--- src/rtl/pchk_errlatch.sv ---
module pchk_errlatch #(
  parameter int unsigned MIN_LOW = 2
) (
  input  logic clk,
  input  logic rst_n,
  input  logic sum_q,
  input  logic lps_q,
  output logic err_n
);

  localparam int unsigned CNT_W = (MIN_LOW < 2) ? 1 : $clog2(MIN_LOW + 1);
  localparam logic [CNT_W-1:0] CNT_MAX = CNT_W'(MIN_LOW);

  logic             low_q, low_d;
  logic [CNT_W-1:0] len_q, len_d;
  logic             upd_en;

  always_comb begin
    upd_en = ~lps_q;
    low_d  = low_q;
    len_d  = len_q;
    if (sum_q) begin
      low_d = 1'b1;
      if (!low_q) begin
        len_d = CNT_W'(1);
      end else if (len_q != CNT_MAX) begin
        len_d = len_q + 1'b1;
      end
    end else if (low_q && (len_q < CNT_MAX)) begin
      len_d = len_q + 1'b1;
    end else begin
      low_d = 1'b0;
      len_d = '0;
    end
  end

  always_ff @(posedge clk or negedge rst_n) begin
    if (!rst_n) begin
      low_q <= 1'b0;
      len_q <= '0;
    end else if (upd_en) begin
      low_q <= low_d;
      len_q <= len_d;
    end
  end

  assign err_n = ~low_q;

  AST_ERR_SET: assert property (@(posedge clk) disable iff (!rst_n)
    (!lps_q && sum_q) |=> !err_n);

  AST_ERR_HOLD: assert property (@(posedge clk) disable iff (!rst_n)
    lps_q |=> $stable(err_n));

  AST_MIN_LOW: assert property (@(posedge clk) disable iff (!rst_n)
    $fell(err_n) |=> !err_n);

  AST_ERR_CLEAR: assert property (@(posedge clk) disable iff (!rst_n)
    $rose(err_n) |-> (!$past(sum_q) && !$past(lps_q)));

endmodule

--- config.mk ---
export PLATFORM = sky130hd
export DESIGN_NAME = pchk_errlatch
export DESIGN_NICKNAME = d
export VERILOG_FILES = /design/src/rtl/pchk_errlatch.sv
export SDC_FILE = /design/constraint.sdc
export NUM_CORES = 1
export LEC_CHECK = 0
export ABC_AREA = 1
export BUFFER_PORTS_ARGS = -buffer_cell sky130_fd_sc_hd__buf_2
export CAP_MARGIN = 25
export CORE_AREA = 2 2 39 41
export DETAILED_ROUTE_END_ITERATION = 16
export DIE_AREA = 0 0 41 43
export PLACE_DENSITY_LB_ADDON = 0.2
export SYNTH_ARGS = -nofsm -noshare
export SYNTH_HDL_FRONTEND = slang
export SYNTH_SLANG_ARGS = --single-unit
--- constraint.sdc ---
create_clock -name clk -period 1.3 [get_ports clk]
set_clock_uncertainty 0.1 [all_clocks]
set_input_delay 0.26 -clock clk [delete_from_list [all_inputs] [get_ports clk]]
set_output_delay 0.26 -clock clk [all_outputs]
set_load 0.01 [all_outputs]
Word-level counts from Yosys, hierarchy flattened

Cells that the tools add are included.

Bits in registers: 3
Input port bits: 4
Output and inout port bits: 1
Word-level logic and storage cells: 18

$add $sub $neg: 1
Magnitude comparators: 1
Equality and inequality tests: 3
Multiplexer cells: 6
Bitwise logic cells: 2
Reductions and logical operators: 3

Operators with widths:

| kind                  | count |
|---|---|
| $mux W2               | 4 |
| $ne A2 B2 Y1 const B  | 2 |
| $reduce_and A2 Y1     | 2 |
| $ne A3 B2 Y1 const B  | 1 |
| $add A2 B1 Y2 const B | 1 |
| $lt A2 B2 Y1 const B  | 1 |
| $mux W1               | 2 |
| $not A1 Y1            | 2 |
| $logic_and A1 B1 Y1   | 1 |

Depth between registers and ports, before layout

Gate-level depths: netlist of the first run.

Depth in word-level cells: 4
Gate-level depth with buffers: 6
Mapped depth without buffers: 6

Least setup slack after synthesis of the first run

Ideal clock, no wire load.

Kind: register to register
From: register len_q[0]
To: register len_q[1]
Library setup time: 0.123 ns
Data arrival time: 0.809 ns
Required time: 1.077 ns
Setup slack: 0.268 ns
Cell stages (with the launch flop): 7
Path buffers: 0
Clock period less this slack: 1.032 ns
Cell sequence: dfrtp_1 -> inv_1 -> ha_1 -> nand3_1 -> nand2_1 -> nand2_1 -> o21ai_1

Longest elaborated chain between the ends: 4
Elaborated cells between the ends (all ways): 10
Those cells by class: add/sub (1); order compare (1); eq/ne (2); mux (4); reduce/logical (2)

Ends and longest elaborated chain:

| what                                                  | line       | source |
|---|---|---|
| from (decl)                                           | 15         | `logic [CNT_W-1:0] len_q, len_d;` |
| from (signal assigned)                                | 43         | `len_q <= len_d;` |
| $add A2 B1 Y2 / $lt A2 B2 Y1 (equally long branches)  | 27, 30, 29 |  |
| $mux W2 / $logic_and A1 B1 Y1 (equally long branches) | 26, 29     |  |
| $mux W2, on equally long branches                     | 24, 29     |  |
| $mux W2                                               | 22         | `if (sum_q) begin` |

Several ways; a longest one is shown, not always the timed one. The select of a mux whose other input is x is not followed.
A chain may end at the register's enable or synchronous reset.

Worst setup path in the final report of the first run

From: register low_q
To: output err_n

Longest elaborated chain between the ends: 1

Ends and longest elaborated chain:

| what                   | line | source |
|---|---|---|
| from (decl)            | 14   | `logic low_q, low_d;` |
| from (signal assigned) | 42   | `low_q <= low_d;` |
| $not A1 Y1             | 47   | `assign err_n = ~low_q;` |
| to (decl)              | 8    | `output logic err_n` |

Every way passes these cells.

==> results of run 1 <==
layer usage:
layer | part of all wire, % | track usage [%] | up-vias
li1 | - | - | 94
met1 | 49 | 7.14 | 61
met2 | 42 | 5.63 | 5
met3 | 9.5 | 1.57 | 0
met4 | 0 | 6.00 | 0
met5 | 0 | 0 | -
state kept, by name (all words and copies together) (netlist names):
| name | count |
|---|---|
| low_q | 1 |
| len_q | 2 |
cells in the mapped netlist:
library cell	instances	area share, %
nand2_1	12	26
inv_1	6	13
o21ai_0	1	2.9
dfrtp_1	3	43
nand3_1	1	2.9
o21ai_1	2	5.7
ha_1	1	7.1
cells by family after synthesis:
| family | synth area share, % |
|---|---|
| compound gates | 8.57 |
| fa+ha+maj | 7.14 |
| buf+inv | 12.9 |
| flops | 42.9 |
| simple gates | 28.6 |
worst min-delay path, delay by kind of cell:
| family | cells | cell delay [ns] |
|---|---|---|
| compound gates | 1 | 0.07 |
| simple gates | 1 | 0.06 |
| buf+inv | 1 | 0.09 |
through the flow:
stage	utilization [%]	std cells	area (sq um)	worst slack (ns)	power (W)
CTS	18.2	51	251	0.0707	0.000495
floorplan	-	26	175	0.269	0.000279
global placement	15.6	46	215	0.183	0.000325
finish	18.2	51	251	0.0916	0.000478
global route	18.2	51	251	0.0334	0.000542
detailed placement	15.6	46	215	0.196	0.000322
placed cells by master (no fill, tap or decap):
cell type       n
o21ai_0         1
inv_1           6
buf_2           4
dlygate4sd3_1   1
o21ai_1         2
nand2_1        12
clkbuf_1        1
dfrtp_1         3
ha_1            1
clkbuf_4        3
nand3_1         1
report_power, final:
group | internal, W | switching, W
clock | 0.000115 | 0.0000453
combinational | 0.0000686 | 0.0000909
sequential | 0.000130 | 0.0000279
worst max-delay path by stage:
stage,from,to,slack [ns],cells past startpoint
after global routing,low_q,err_n,0.03,2
after floorplan,len_q[0],len_q[1],0.27,6
after detailed placement,len_q[0],len_q[1],0.20,6
final,low_q,err_n,0.09,2
after CTS,low_q,err_n,0.07,2
after global placement,len_q[0],len_q[0],0.18,6
layout make-up:
type | instances | area [sq um] | share of cell area (%)
inverter | 6 | 22.5 | 8.96
multi-input combinational | 17 | 77.6 | 30.8
sequential | 3 | 75.1 | 29.9
clock buffer | 4 | 26.3 | 10.4
tap | 16 | 20.0 | 7.96
timing repair buffer | 5 | 30.0 | 11.9
==> impl_metrics.py, run 1 <==
metrics = {
    "timing": {
        "finalSetupViolCount": 0,
        "holdWs_ns": 0.195,
        "fin_crit_ns": 1.21,
        "tns_ns": 0,
        "slew_headroom_pct": 90.2,
        "fin_crit_sh_pct": 93.0,
        "drv_slew": 0,
        "rsz0062_at_grt": "false",
        "hold_viol_final": 0,
        "fmax_ghz": 0.828,
        "tightest_slew_ns": 0.146,
    },
    "worst_setup_path": {
        "critPathSlowestCell": "dfrtp_1",
        "start_kind": "register",
        "crit_arrival_ns": 0.85,
        "crit-reg2reg-capture": "len_q[1]",
        "critPathMaxFanout": 5,
        "cp_top_family": "flip-flops",
        "crit_chain": "inv_1, buf_2",
        "crit-reg2reg-launch": "len_q[0]",
        "cp-end-kind": "output pin",
        "crit_required_ns": 0.94,
        "slowest_delay_ns": 0.41,
        "worst-setup-path-type": "register to output pin",
        "worst-path-buf-inv": 2,
        "r2r_cells": 6,
        "r2r_setup_slack_ns": 0.20,
    },
    "die": {
        "die_area_sq_um": 1760,
        "initial_utilization_pct": 12.7,
        "fp-row-count": 14,
        "die_w_um": 41,
        "coreArea_sq_um": 1380,
        "die_h_um": 43,
        "pin_count": 5,
    },
    "global_route": {
        "grt_usage_pct": 5.24,
        "antenna_found_initial": 0,
        "gr-total-overflow": 0,
        "grt_pass1_vias": 153,
        "grt_pass1_wl_um": 579,
        "grt_max_degree": 6,
    },
    "synthesis": {
        "avgSynthCellArea_sq_um": 6.74,
        "yosys_warnings": 0,
        "syn_area_sq_um": 175,
        "synth_seq_cells": 3,
        "synthCells": 26,
        "ys_seq_area_share_pct": 42.9,
        "syn-num-nets": 31,
        "netlist-cell-type-count": 7,
    },
    "clock_network": {
        "cts_tree": "done",
        "htree_levels": 1,
        "clockBufferDepth": 2,
        "numCtsBuffers": 3,
        "clkSinkCount": 3,
        "cts-root-buf": "clkbuf_4",
        "postCtsHoldBufs": 1,
        "clk_pin_slew_ns": 0.04,
        "cts_setup_buffers": 0,
        "cts-resized-gates": 0,
        "clk_latency_ns": 0.23,
    },
    "finish": {
        "n_antenna_cell": 0,
        "areaGrowthSynthToFinish_pct": 43.6,
        "drive_gt1_share_pct": 20.0,
        "fill_cells": 156,
        "final_nets": 41,
    },
    "worst_hold_path": {
        "holdPathStages": 3,
        "holdPathEnd": "low_q",
        "min_path_type": "input pin to register",
        "min_from": "lps_q",
    },
    "job": {
        "drv_cap": 0,
    },
    "placement": {
        "dp_hpwl_um": 252,
        "numPortBuffers": 4,
        "gp_congestion": 0.660,
    },
    "run_status": {
        "status": "completed",
    },
    "pwr": {
        "p_per_area_nw_per_um2": 1900,
        "peakVddDrop_uv": 557,
        "leakage_nw": 0.148,
    },
    "drt": {
        "drcViolationCount": 0,
        "wl_um": 327,
        "ant_nets": 0,
        "drtIter0Drc": 4,
        "drtPass1Iterations": 2,
        "avgRoutedWirePerCell_um": 6.41,
        "via_per_inst": 3.14,
        "vias": 160,
    },
}
Note: power is estimated with default switching activity, not from simulation.
==> inputs of run 2 (changes only) <==
--- a/config.mk
+++ b/config.mk
@@ -7,11 +7,10 @@
 export LEC_CHECK = 0
 export ABC_AREA = 1
 export BUFFER_PORTS_ARGS = -buffer_cell sky130_fd_sc_hd__buf_2
-export CAP_MARGIN = 25
+export CAP_MARGIN = 20
 export CORE_AREA = 2 2 39 41
 export DETAILED_ROUTE_END_ITERATION = 16
 export DIE_AREA = 0 0 41 43
-export PLACE_DENSITY_LB_ADDON = 0.2
 export SYNTH_ARGS = -nofsm -noshare
 export SYNTH_HDL_FRONTEND = slang
 export SYNTH_SLANG_ARGS = --single-unit
==> impl_metrics.py, run 2 (synthesized netlist as in run 1, its figures left out) <==
metrics = {
    "pwr": {
        "p_per_area_nw_per_um2": 1910,
        "peakVddDrop_uv": 495,
        "power_w": 0.000481,
        "leakage_nw": 0.148,
    },
    "placement": {
        "gp_congestion": 0.651,
        "dp_hpwl_um": 269,
        "numPortBuffers": 4,
    },
    "clock_network": {
        "clkSinkCount": 3,
        "cts_tree": "done",
        "clockBufferDepth": 2,
        "cts-resized-gates": 0,
        "clk_pin_slew_ns": 0.04,
        "cts-root-buf": "clkbuf_4",
        "cts_setup_buffers": 0,
        "htree_levels": 1,
        "postCtsHoldBufs": 1,
        "numCtsBuffers": 3,
        "clk_latency_ns": 0.23,
    },
    "die": {
        "die_w_um": 41,
        "die_h_um": 43,
        "fp-row-count": 14,
        "initial_utilization_pct": 12.7,
        "coreArea_sq_um": 1380,
        "die_area_sq_um": 1760,
        "pin_count": 5,
    },
    "timing": {
        "finalSetupViolCount": 0,
        "fin_crit_ns": 1.21,
        "rsz0062_at_grt": "false",
        "slew_headroom_pct": 90.2,
        "tightest_slew_ns": 0.146,
        "fmax_ghz": 0.824,
        "drv_slew": 0,
        "fin_crit_sh_pct": 93.4,
        "tns_ns": 0,
        "hold_viol_final": 0,
    },
    "global_route": {
        "grt_pass1_wl_um": 558,
        "grt_usage_pct": 5.53,
        "gr-total-overflow": 0,
        "antenna_found_initial": 0,
        "grt_max_degree": 6,
        "grt_pass1_vias": 170,
    },
    "worst_hold_path": {
        "min_path_type": "input pin to register",
    },
    "worst_setup_path": {
        "worst-setup-path-type": "register to output pin",
        "critPathSlowestCell": "dfrtp_1",
        "crit_required_ns": 0.94,
        "cp_top_family": "flip-flops",
        "crit_chain": "inv_1, buf_2",
        "worst-path-buf-inv": 2,
        "start_kind": "register",
        "slowest_delay_ns": 0.41,
        "crit_arrival_ns": 0.85,
        "critPathMaxFanout": 5,
        "cp-end-kind": "output pin",
    },
    "finish": {
        "multiInputGateArea_sq_um": 77.6,
        "final_common_cell": "nand2_1",
        "seqCellArea_sq_um": 75.1,
        "final_cell_mix": "nand2_1 (12), inv_1 (6), buf_2 (4), clkbuf_4 (3), dfrtp_1 (3)",
        "largest_reg_flops": 2,
        "fill_cells": 156,
        "areaGrowthSynthToFinish_pct": 43.6,
        "final_nets": 41,
        "n_antenna_cell": 0,
        "reg.largest.list": "len_q x2, low_q x1",
        "largest_register": "len_q",
        "drive_gt1_share_pct": 20.0,
    },
    "job": {
        "drv_cap": 0,
    },
    "drt": {
        "vias": 179,
        "drcViolationCount": 0,
        "wl_um": 335,
        "drtIter0Drc": 2,
        "ant_nets": 0,
        "avgRoutedWirePerCell_um": 6.57,
        "via_per_inst": 3.51,
        "drtPass1Iterations": 2,
    },
    "run_status": {
        "status": "completed",
    },
}
==> run 2: cell type report <==
class | instances | share of cell area (%)
multi-input cells | 17 | 30.8
flip-flops and latches | 3 | 29.9
repair buffers | 5 | 11.9
clock buffers | 4 | 10.4
inverters | 6 | 8.96
well taps | 16 | 7.96
==> run 2: per-stage QoR <==
stage / util, % / instances / area, sq um / setup slack (ns) / hold slack, ns
after CTS: 18.2 / 51 / 251 / 0.0721 / 0.178
after floorplan: - / 26 / 175 / 0.269 / -0.136
final: 18.2 / 51 / 251 / 0.0863 / 0.176
after global placement: 15.6 / 46 / 215 / 0.201 / -0.0409
after detailed placement: 15.6 / 46 / 215 / 0.204 / -0.0409
after global routing: 18.2 / 51 / 251 / 0.0319 / 0.233
==> run 2: power breakdown <==
part	total, W	switching (W)	internal [W]
clock network	0.000164	0.0000492	0.000115
registers	0.000158	0.0000281	0.000130
logic	0.000159	0.0000913	0.0000677
==> run 2: final timing paths <==
check	startpoint	to	slack [ns]	cells past startpoint
worst max-delay path	low_q	err_n	0.09	2
worst min-delay path	lps_q	low_q	0.18	3
worst max register to register	len_q[0]	len_q[0]	0.20	6
worst min register to register	len_q[0]	len_q[0]	0.41	2
max in group asynchronous	rst_n	len_q[1]	0.74	2
min in group asynchronous	rst_n	low_q	0.25	2
==> run 2: worst reg2reg max path: stages, from the launching register on <==
cell	delay (ns)
dfrtp_1	0.35
inv_1	0.05
ha_1	0.18
nand3_1	0.07
nand2_1	0.10
nand2_1	0.07
o21ai_1	0.06
==> run 2: per-layer routing <==
layer | vias to the layer above | part of all wire, % | global-route usage [%]
li1 | 95 | - | -
met1 | 76 | 38 | 4.19
met2 | 6 | 45 | 7.50
met3 | 2 | 10 | 4.71
met4 | 0 | 5.7 | 6.00
met5 | - | 0 | 0
